## src/rtl/phy_irq_reg.sv

```systemverilog
module phy_irq_reg #(
  parameter int AW = 5,
  parameter logic [AW-1:0] ADDR = AW'(26)
) (
  input  logic          clk,
  input  logic          rst_n,
  input  logic [AW-1:0] reg_addr,
  input  logic          reg_wr,
  input  logic [15:0]   reg_wdata,
  input  logic          reg_rd,
  output logic [15:0]   reg_rdata,
  input  logic          stat_duplex,
  input  logic          stat_speed,
  input  logic          stat_link,
  input  logic          tx_led_n,
  input  logic          rx_led_n,
  input  logic          act_n,
  output logic          pin_tx_n,
  output logic          pin_rx_n
);
  logic       fdx_en, int_en, msk_all;
  logic [2:0] msk, flg, prev, cur, chg;
  logic       int_stat;

  wire hit    = (reg_addr == ADDR);
  wire rd_hit = hit & reg_rd;
  wire wr_hit = hit & reg_wr;

  assign cur = {stat_duplex, stat_speed, stat_link};
  assign chg = cur ^ prev;

  always_ff @(posedge clk) prev <= cur;

  always_ff @(posedge clk or negedge rst_n) begin
    if (!rst_n) begin
      fdx_en  <= 1'b0;
      int_en  <= 1'b0;
      msk     <= 3'b111;
      msk_all <= 1'b1;
      flg     <= 3'b000;
    end else begin
      if (wr_hit) begin
        fdx_en  <= reg_wdata[15];
        int_en  <= reg_wdata[14];
        msk     <= reg_wdata[11:9];
        msk_all <= reg_wdata[8];
      end
      flg <= (flg & {3{~rd_hit}}) | chg;
    end
  end

  assign int_stat  = ~msk_all & |(flg & ~msk);
  assign reg_rdata = hit ? {fdx_en, int_en, 2'b00, msk, msk_all, 4'b0000, flg, int_stat}
                         : 16'h0000;

  assign pin_tx_n = fdx_en ? ~stat_duplex : (int_en ? ~int_stat : tx_led_n);
  assign pin_rx_n = (fdx_en | int_en) ? act_n : rx_led_n;
endmodule


```

## config.mk

```make
export PLATFORM = sky130hd
export DESIGN_NAME = phy_irq_reg
export DESIGN_NICKNAME = d
export VERILOG_FILES = /design/src/rtl/phy_irq_reg.sv
export SDC_FILE = /design/constraint.sdc
export NUM_CORES = 1
export LEC_CHECK = 0
export BUFFER_PORTS_ARGS = -buffer_cell sky130_fd_sc_hd__buf_2
export CAP_MARGIN = 20
export CORE_UTILIZATION = 42
export DETAILED_ROUTE_END_ITERATION = 8
export PLACE_DENSITY = 0.83
export REMOVE_ABC_BUFFERS = 1
export SETUP_SLACK_MARGIN = 0.4
export SLEW_MARGIN = 20
export SYNTH_ARGS = -nofsm -noshare
export SYNTH_HDL_FRONTEND = slang
export SYNTH_SLANG_ARGS = --single-unit
```

## constraint.sdc

```tcl
create_clock -name clk -period 2.4 [get_ports clk]
set_input_delay 0.48 -clock clk [delete_from_list [all_inputs] [get_ports clk]]
set_output_delay 0.48 -clock clk [all_outputs]
set_load 0.02 [all_outputs]
```

==> results.md, run 1 <==
* Outcome: finished with violations
* Failing checks: DRC
* Unique masters post-synth at 23
* Area of the multi-input gates at approximately 320 sq um
* Net switching power at 0.000152 W
* CTS Buffer Depth at 2
* Filler cells at 140
* Area after DPL at 810 sq um
* TritonCTS clock tree: yes
* Most common cell after layout, fill and taps aside: buf_2
* Slew Limit Fails at 0
* DRC viols at 1
* Layout net count at between 100 and 150
* Worst Hold Class: primary input to asynchronous set/reset pin
* Cts bufs inserted at 3
* Most frequent cells in the layout: 31 x buf_2, 9 x and2_1, 6 x mux2_4, 6 x conb_1, 5 x dfrtp_1
* Max-Cap Viols at 0
* Synth Area in Compound Gates at around 7.3%
* CP max-delay cell: dfstp_2
* Initial DRC count at 13
* Post-Syn Instances at 58
* Root Driver: clkbuf_4
* Vias in the first global route at approximately 470
* Synth Cell Area at 672 sq um
* Initial cell density of the core at between 40 and 50%
* Largest family of logic cells by synthesized area: simple AND/OR/NAND/NOR gates
* Switching Share at about 28%
* Adder and majority gate portion of the synthesized area at 0%
* Final wirelength at roughly 1300 um
* DP HPWL at between 900 and 1000 um
* Arrival @ worst endpoint at around 1.6 ns
* Endpoints failing setup at 0
* Synth top area cells: dfrtp_1 19%, dfstp_2 16%, mux2_4 13%, dfxtp_1 8.9%, and2_1 8.4%
* Power Internal at roughly 0.0004 W
* Total power at roughly 0.00055 W
* Area leader, netlist: dfrtp_1
* Fmax at about 0.49 GHz
* Post-route worst setup slack at between 0.3 and 0.4 ns
* RSZ-0062 raised after global routing: yes
* Critical path class: flop to primary output
* # diodes at 0
* Setup Skew at 0.00102 ns
* Tot GR Track Use at between 15 and 20%
* Simple-Gate Fraction of Synth Area at 18.6%
* DR vias/cell at roughly 4.8
* Core area at 1510 sq um
* Post-Synth XOR/XNOR Area at approximately 3.9%
* Post-route ant nets at 0
* Tmin final at 2.04 ns
* Clk network pwr share at a little under a third
* Critical-path maximum fanout at 2
* Storage cell area at 290 sq um
* TritonRoute pass-1 iters at 6
* Post-synthesis mux area share at 15.1%
* First-pass GRT wire length at 2060 um
* Util after Layout at between 50% and 60%
* Layout area overhead at 27.4%
* Rows at 14
* Critical Path, Cell by Cell: inv_2 -> a222oi_1 -> o41a_1 -> buf_4
* CTS clock-pin slew for the worst setup and hold paths at approximately 0.080 ns
* Clock H-tree levels at 1
* Grt total ovfl at 0
* Setup TNS at 0 ns
* Sink Count at 12
* Yosys reg bits at 12
* Die area at about 1800 sq um
* Top-area cell type share of the netlist area at about a fifth
* Clock Latency Late Sink at between 0.2 and 0.3 ns
* Final period util at between 80% and 90%
* Critical path endpoint category: primary output
* Design Area, Final at ~860 sq um
* Die Ht at roughly 42 um
* Final count of hold timing violations at 0
* Ys Warns at 0
* Power Density at about 640 nW/um^2
* Reg power frac at between 40% and 50%
* Post-place setup slack at 0.519 ns
* Critical Path RT at 1.92 ns
* Via count at 517
* # IOs at slightly below 50
* Syn_area_per_cell at approximately 12 sq um
* Largest net degree at the start of global routing at 11
* Wire per inst at 11.9 um
* Layout cells sized above 1 at about 58%
* Crit start category: flop
* Static leakage power at about 0.44 nW
* Post-synthesis sequential area ratio at approximately 43%
* Port Buf Inserts at 32
* CP max stage delay at approximately 0.55 ns
* Die Span X at about 42 um
* Worst vdd ir at approximately 0.42 mV
* Initial antenna violation count at 0
* Comb power frac at 22.8%
* Gp weighted congestion at roughly 0.73
## sequential cells by signal, summed over array words and instances, names as in the netlist
register and flops:
msk 3, flg 3, msk_all 1, prev 3, fdx_en 1, int_en 1
## area by class of cell
type                    count  share of cell area (%)
multi-input cells          39                    37.9
flip-flops and latches     12                    33.9
repair buffers             33                    19.9
clock buffers               4                    4.24
well taps                  16                    2.34
inverters                   4                    1.75
## power groups by stage
stage	Clock [W]	Sequential, W	Combinational [W]
after global placement	0	0.000258	0.000114
after floorplan	0	0.000253	0.0000823
after CTS	0.000169	0.000256	0.000125
final	0.000167	0.000257	0.000125
after global routing	0.000177	0.000262	0.000135
after detailed placement	0	0.000261	0.000116
## per-layer routing
| metal | GRT usage (%) | share of wire (%) |
|---|---|---|
| met3 | 4.74 | 6.2 |
| met2 | 27.8 | 49 |
| met1 | 17.9 | 42 |
| met4 | 9.68 | 2.7 |
| met5 | 0 | 0 |
## critical path, delay by kind of cell, from the launching register on
| kind | cells | cell delay, ns |
|---|---|---|
| AOI/OAI and AO/OA | 2 | 0.56 |
| DFF | 1 | 0.55 |
| buffers and inverters | 2 | 0.17 |
## repair_timing
| action | in CTS | in global routing |
|---|---|---|
| pin swaps | 2 | 1 |
| setup buffers | 1 | 0 |
| hold endpoints to repair | 0 | 0 |
| setup endpoints to repair | 2 | 2 |
| hold buffers | 0 | 0 |
| resized for setup | 1 | 1 |
## cell usage after synthesis (all sizes together)
| cell type | instances |
|---|---|
| a21o | 3 |
| a21oi | 1 |
| a222oi | 1 |
| and2 | 9 |
| and3 | 1 |
| and4 | 1 |
| buf | 7 |
| clkbuf | 1 |
| conb | 1 |
| dfrtp | 5 |
| dfstp | 4 |
| dfxtp | 3 |
| inv | 4 |
| mux2 | 7 |
| nand4 | 1 |
| nor2 | 1 |
| nor2b | 2 |
| nor3 | 1 |
| nor3b | 1 |
| o41a | 1 |
| xor2 | 3 |
## per-stage QoR
stage / hold slack (ns) / instances
2_1_floorplan: 0.184 / 55
3_3_place_gp: 0.333 / 103
3_5_place_dp: 0.339 / 103
4_1_cts: 0.0354 / 108
5_1_grt: 0.0366 / 108
6_report: 0.0292 / 108
## path summary, 6_finish.rpt
check / from / end / slack [ns] / depth (start not counted)
hold reg to reg: flg[2] / flg[2] / 0.52 / 1
max in group asynchronous: rst_n / msk_all / 2.13 / 1
setup reg to reg: msk[1] / msk[1] / 1.56 / 2
min in group clk: stat_speed / prev[1] / 0.32 / 1
hold / removal: rst_n / flg[0] / 0.03 / 1
setup / recovery: msk[1] / pin_tx_n / 0.36 / 4
## logic make-up (layout without fill, tap and decap cells)
group / count (synthesis) / in the layout
compound gates: 6 / 6
xor+xnor: 3 / 3
other cells: 1 / 6
mux: 7 / 7
buf+inv: 12 / 41
flops: 12 / 12
simple gates: 17 / 17
Note: power is estimated with default switching activity, not from simulation.
==> run 2, diff against run 1 <==
--- a/config.mk
+++ b/config.mk
@@ -5,11 +5,12 @@
 export SDC_FILE = /design/constraint.sdc
 export NUM_CORES = 1
 export LEC_CHECK = 0
+export ABC_AREA = 1
 export BUFFER_PORTS_ARGS = -buffer_cell sky130_fd_sc_hd__buf_2
 export CAP_MARGIN = 20
-export CORE_UTILIZATION = 42
+export CORE_UTILIZATION = 38
 export DETAILED_ROUTE_END_ITERATION = 8
-export PLACE_DENSITY = 0.83
+export PLACE_DENSITY = 0.76
 export REMOVE_ABC_BUFFERS = 1
 export SETUP_SLACK_MARGIN = 0.4
 export SLEW_MARGIN = 20
==> constraint.sdc (replaced) <==
create_clock -name clk -period 1.98 [get_ports clk]
set_input_delay 0.396 -clock clk [delete_from_list [all_inputs] [get_ports clk]]
set_output_delay 0.396 -clock clk [all_outputs]
set_load 0.02 [all_outputs]
==> results.md, run 2 <==
* Setup TNS at 0 ns
* Critical path endpoint category: primary output
* Final count of hold timing violations at 0
* Sink Count at 12
* Initial antenna violation count at 0
* Most common cell after layout, fill and taps aside: buf_2
* # diodes at 0
* Root Driver: clkbuf_4
* Asr flop ratio synth at about three quarters
* DRC viols at 4
* Final wirelength at 1390 um
* Port Buf Inserts at 32
* # IOs at a little under 50
* Crit start category: flop
* Wire per inst at between 9 and 10 um
* RR Endpoint: msk[0]
* Syn_area_per_cell at 7.56 sq um
* TritonRoute pass-1 iters at 6
* Yosys reg bits at 12
* Layout cells sized above 1 at 44.4%
* Top-area cell type share of the netlist area at approximately a fifth
* Arrival @ worst endpoint at approximately 1.3 ns
* Tot GR Track Use at about 16%
* Tmin final at around 1.7 ns
* Critical-path maximum fanout at 2
* Area after DPL at ~810 sq um
* Largest registers: flg: 3 flops, msk: 3 flops, prev: 3 flops
* Most frequent cells in the layout: 24 x buf_2, 21 x nand2_1, 13 x nor2_1, 8 x inv_1, 8 x buf_4
* Cts bufs inserted at 3
* Synth top area cells: dfrtp_1 19%, dfstp_2 16%, nand2_1 15%, dfxtp_1 9.1%, nor2_1 7.4%
* Clock H-tree levels at 1
* Ys Warns at 0
* Post-synthesis sequential area ratio at 44.1%
* Top cells by count, synth: 26 x nand2_1, 13 x nor2_1, 11 x inv_1, 7 x nand3_1, 6 x buf_4
* Rows at 14
* Post-Syn Instances at 87
* Final period util at 84.2%
* Outcome: finished with violations
* Area leader, netlist: dfrtp_1
* Design Area, Final at a little over 900 sq um
* Static leakage power at approximately 0.55 nW
* Slew Limit Fails at 0
* CTS Buffer Depth at 2
* Critical Path RT at around 1.6 ns
* Worst R2R Setup Slack at 1.27 ns
* Die Ht at 43.6 um
* Largest net degree at the start of global routing at 11
* CP startpoint: msk[2]
* Grt total ovfl at 0
* Die area at between 1500 and 2000 sq um
* Max-Cap Viols at 0
* Fmax at ~0.6 GHz
* Worst hold slack at ~0.25 ns
* Placed Instances at between 100 and 150
* Endpoints failing setup at 0
* Power Density at slightly below 700 nW/um^2
* Die Span X at 43.6 um
* Core area at 1560 sq um
* CTS clock-pin slew for the worst setup and hold paths at around 0.08 ns
* Post-synth EDFFs at 0
* Reg2reg path depth at 2
* Util after Layout at approximately three fifths
* Crit path to: pin_tx_n
* DR vias/cell at about 4.6
* Clock Latency Late Sink at between 0.2 and 0.3 ns
* Setup Skew at roughly 0.00011 ns
* TritonCTS clock tree: yes
* Layout net count at 156
* Non-Filler Instances at between 100 and 150
* Crit Reg-Reg Startpoint: msk[0]
* Via count at 643
* Post-route ant nets at 0
* Initial cell density of the core at a little over two fifths
* Failing checks: DRC
* First-pass GRT wire length at 2380 um
* Synth Cell Area at between 600 and 700 sq um
* Layout area overhead at 37.5%
* Worst vdd ir at 0.430 mV
* Worst Hold Class: primary input to flop
* Unique masters post-synth at 17
* DP HPWL at 1050 um
* Synth Flop Type: dfrtp_1
* Critical path class: flop to primary output
* Vias in the first global route at between 600 and 700
* Filler cells at between 150 and 200
* Gp weighted congestion at 0.706
* RSZ-0062 raised after global routing: yes
* Most frequent cell after synthesis: nand2_1
* Initial DRC count at 11
==> run 2: cell types whose count changed after synthesis, sizes merged, moves of 2 or more <==
cell,delta
and2,-9
nor2,+13
inv,+8
a21o,-3
xnor2,+3
nand2,+29
nand3,+8
xor2,-3
mux2,-7
nor2b,-2
==> run 2: worst min-delay path by stage <==
stage / end / startpoint / cells past startpoint
6_report: prev[1] / stat_speed / 1
5_1_grt: prev[1] / stat_speed / 1
4_1_cts: prev[1] / stat_speed / 1
3_5_place_dp: flg[1] / rst_n / 1
3_3_place_gp: flg[1] / rst_n / 1
2_1_floorplan: fdx_en / rst_n / 0
==> run 2: per-stage QoR <==
| step | setup WS, ns | power (W) |
|---|---|---|
| global placement | 0.388 | 0.000441 |
| global route | 0.235 | 0.000667 |
| floorplan | 0.490 | 0.000394 |
| finish | 0.312 | 0.000629 |
| detailed placement | 0.380 | 0.000444 |
| CTS | 0.277 | 0.000617 |
==> run 2: report_power, final <==
group | leakage, nW | switching [W] | internal (W) | total [W]
clock network | 0.0150 | 0.0000852 | 0.0000779 | 0.000163
logic | 0.415 | 0.0000985 | 0.0000655 | 0.000164
registers | 0.120 | 0.0000202 | 0.000282 | 0.000302
total | 0.550 | 0.000204 | 0.000426 | 0.000629
==> run 2: logic make-up after synthesis <==
logic type	Yosys count	synth area share [%]
AOI/OAI and AO/OA	2	1.52
xor gates and xnor gates	3	3.99
buffers and inverters	18	14.1
DFF	12	44.1
other	1	0.570
and+or+nand+nor	51	35.7
==> run 2: area by class of cell <==
class	count	area [sq um]	share of cell area [%]
repair buffers	34	201	22.3
inverters	12	47.5	5.26
flip-flops and latches	12	290	32.1
clock buffers	4	26.3	2.90
well taps	16	20.0	2.21
multi-input cells	62	319	35.3
==> run 2: per-layer routing <==
| metal | vias to the layer above | global-route usage, % | share of wire, % |
|---|---|---|---|
| met5 | - | 0 | 0 |
| met2 | 30 | 29.0 | 53 |
| met3 | 0 | 2.08 | 7.1 |
| met4 | 0 | 8.75 | 0 |
| li1 | 322 | - | - |
| met1 | 291 | 19.3 | 40 |
==> run 2: what timing repair did <==
item	CTS	global route
pin swaps	5	3
endpoints found under the hold margin	5	0
gates resized for setup	5	14
setup buffers	1	0
setup endpoints to repair	10	9
hold buffers	1	0
==> run 2: worst max-delay path, stage by stage (launching register included) <==
cell	delay [ns]
dfstp_2	0.55
inv_2	0.04
nand2_1	0.07
nand3_2	0.07
nand2_2	0.07
nand2_2	0.05
nand2_2	0.05
buf_6	0.11
==> run 3, diff against run 2 <==
--- a/config.mk
+++ b/config.mk
@@ -5,12 +5,12 @@
 export SDC_FILE = /design/constraint.sdc
 export NUM_CORES = 1
 export LEC_CHECK = 0
-export ABC_AREA = 1
+export ABC_AREA = 0
 export BUFFER_PORTS_ARGS = -buffer_cell sky130_fd_sc_hd__buf_2
 export CAP_MARGIN = 20
-export CORE_UTILIZATION = 38
+export CORE_UTILIZATION = 39
 export DETAILED_ROUTE_END_ITERATION = 8
-export PLACE_DENSITY = 0.76
+export PLACE_DENSITY = 0.78
 export REMOVE_ABC_BUFFERS = 1
 export SETUP_SLACK_MARGIN = 0.4
 export SLEW_MARGIN = 20
==> constraint.sdc (replaced) <==
create_clock -name clk -period 1.7 [get_ports clk]
set_input_delay 0.34 -clock clk [delete_from_list [all_inputs] [get_ports clk]]
set_output_delay 0.34 -clock clk [all_outputs]
set_load 0.02 [all_outputs]
==> results.md, run 3 (synthesis gave the netlist of run 1 again) <==
* Clk network pwr share at 25.8%
* Layout net count at around 140
* CTS Buffer Depth at 2
* Max-Cap Viols at 0
* Fmax at approximately 0.5 GHz
* Core area at 1560 sq um
* Setup Skew at 0.000425 ns
* Power Internal at ~0.00062 W
* Most common cell after layout, fill and taps aside: buf_6
* Final count of hold timing violations at 0
* Critical Path RT at about 1.4 ns
* Post-route worst setup slack at -0.284 ns
* Worst Hold Class: primary input to flop
* Final period util at 117%
* Vias in the first global route at ~530
* Wire per inst at between 10 and 15 um
* Critical path class: flop to primary output
* Gp weighted congestion at about 0.77
* First-pass GRT wire length at 2440 um
* Failing checks: DRC, setup timing
* Reg power frac at between 40% and 50%
* Port Buf Inserts at 32
* Outcome: finished with violations
* Largest registers: flg: 3 flops, msk: 3 flops, prev: 3 flops
* Largest net degree at the start of global routing at 10
* Switching Share at a little over a quarter
* Layout area overhead at 64.1%
* Worst vdd ir at 0.643 mV
* Initial DRC count at 13
* Initial antenna violation count at 0
* # diodes at 0
* Critical-path maximum fanout at 2
* Post-route ant nets at 0
* Slew Limit Fails at 0
* TritonRoute pass-1 iters at 8
* Static leakage power at between 0.5 and 0.6 nW
* Critical Path, Cell by Cell: inv_1 -> a222oi_1 -> buf_4 -> o41a_1 -> buf_4
* DRC viols at 8
* Clock H-tree levels at 1
* Root Driver: clkbuf_4
* DR vias/cell at 4.79
* Die area at around 1900 sq um
* Die Ht at around 44 um
* Power Density at ~770 nW/um^2
* Area after DPL at around 810 sq um
* Grt total ovfl at 0
* Critical path endpoint category: primary output
* Cts bufs inserted at 3
* Tot GR Track Use at roughly 18%
* Worst path top cell family by delay: flip-flops
* CP max stage delay at ~0.54 ns
* Net switching power at 0.000226 W
* Buf/Inv on CP at 3
* Crit start category: flop
* CP max-delay cell: dfstp_2
* RSZ-0062 raised after global routing: yes
* Die Span X at ~44 um
* Comb power frac at between 30% and 40%
* Clock Latency Late Sink at 0.26 ns
* Crit path top cell by count: buf_4
* # IOs at 49
* Worst hold slack at about 0.19 ns
* Initial cell density of the core at between 40% and 50%
* Via count at around 580
* Sink Count at 12
* Design Area, Final at ~1100 sq um
* Rows at 14
* CTS clock-pin slew for the worst setup and hold paths at roughly 0.070 ns
* TritonCTS clock tree: yes
* Most frequent cells in the layout: 18 x buf_6, 17 x buf_2, 9 x and2_4, 9 x buf_4, 7 x mux2_4
* Final wirelength at roughly 1600 um
* Arrival @ worst endpoint at 1.64 ns
* Tmin final at around 2.0 ns
* Endpoints failing setup at 2
* Layout cells sized above 1 at about 72%
-- run 3: cell count changes in the layout (fill, tap and decap cells not counted), sizes merged, moves of 2 or more --
cell	delta
nand2	-29
inv	-8
xnor2	-3
nor2b	+2
nand3	-8
mux2	+7
and3	+2
buf	+11
and2	+9
nor2	-13
xor2	+3
a21o	+3
-- run 3: power groups by stage --
stage | sequential, W | clock, W | combinational, W
floorplan | 0.000357 | 0 | 0.000116
global placement | 0.000364 | 0 | 0.000160
detailed placement | 0.000367 | 0 | 0.000165
CTS | 0.000362 | 0.000230 | 0.000228
global route | 0.000374 | 0.000245 | 0.000278
finish | 0.000371 | 0.000219 | 0.000259
-- run 3: layout make-up --
| class | instances | area, sq um |
|---|---|---|
| fillers | 104 | 457 |
| inverters | 4 | 15.0 |
| repair buffers | 45 | 365 |
| well taps | 16 | 20.0 |
| clock buffers | 4 | 36.3 |
| multi-input cells | 40 | 373 |
| flip-flops and latches | 12 | 293 |
-- run 3: worst paths after layout --
| kind | from | end | slack, ns | depth (start not counted) |
|---|---|---|---|---|
| max in group asynchronous | rst_n | msk[2] | 1.01 | 2 |
| hold / removal | stat_link | prev[0] | 0.19 | 1 |
| setup / recovery | msk[1] | pin_tx_n | -0.28 | 5 |
| setup reg to reg | int_en | int_en | 0.63 | 3 |
| hold reg to reg | flg[2] | flg[2] | 0.52 | 1 |
| min in group asynchronous | rst_n | int_en | 0.45 | 2 |
-- run 3: worst reg2reg max path, stage by stage (launching register included) --
cell     delay [ns]
dfrtp_2        0.45
buf_6          0.13
buf_4          0.12
mux2_4         0.25
-- run 3: stage by stage --
stage | setup TNS [ns] | setup WS, ns | std cells | utilization (%) | power [W]
floorplan | 0 | 0.119 | 55 | - | 0.000474
global placement | 0 | 0.0824 | 103 | 51.9 | 0.000524
detailed placement | 0 | 0.0481 | 103 | 51.9 | 0.000531
CTS | -0.422 | -0.232 | 114 | 66.0 | 0.000820
global route | -0.705 | -0.378 | 121 | 70.7 | 0.000897
finish | -0.528 | -0.284 | 121 | 70.7 | 0.000849
-- run 3: routing by layer --
| metal | vias up | global-route usage [%] | part of all wire [%] |
|---|---|---|---|
| li1 | 276 | - | - |
| met1 | 282 | 21.6 | 36 |
| met2 | 21 | 30.9 | 59 |
| met3 | 0 | 7.92 | 5.0 |
| met4 | 0 | 3.75 | 0 |
| met5 | - | 0 | 0 |
-- run 3: what timing repair did --
item | CTS | global route
endpoints found under the setup margin | 12 | 12
hold buffers | 1 | 0
pin swaps | 6 | 6
gates resized for setup | 38 | 7
gates cloned | 1 | 0
setup buffers | 5 | 7
hold endpoints to repair | 5 | 0
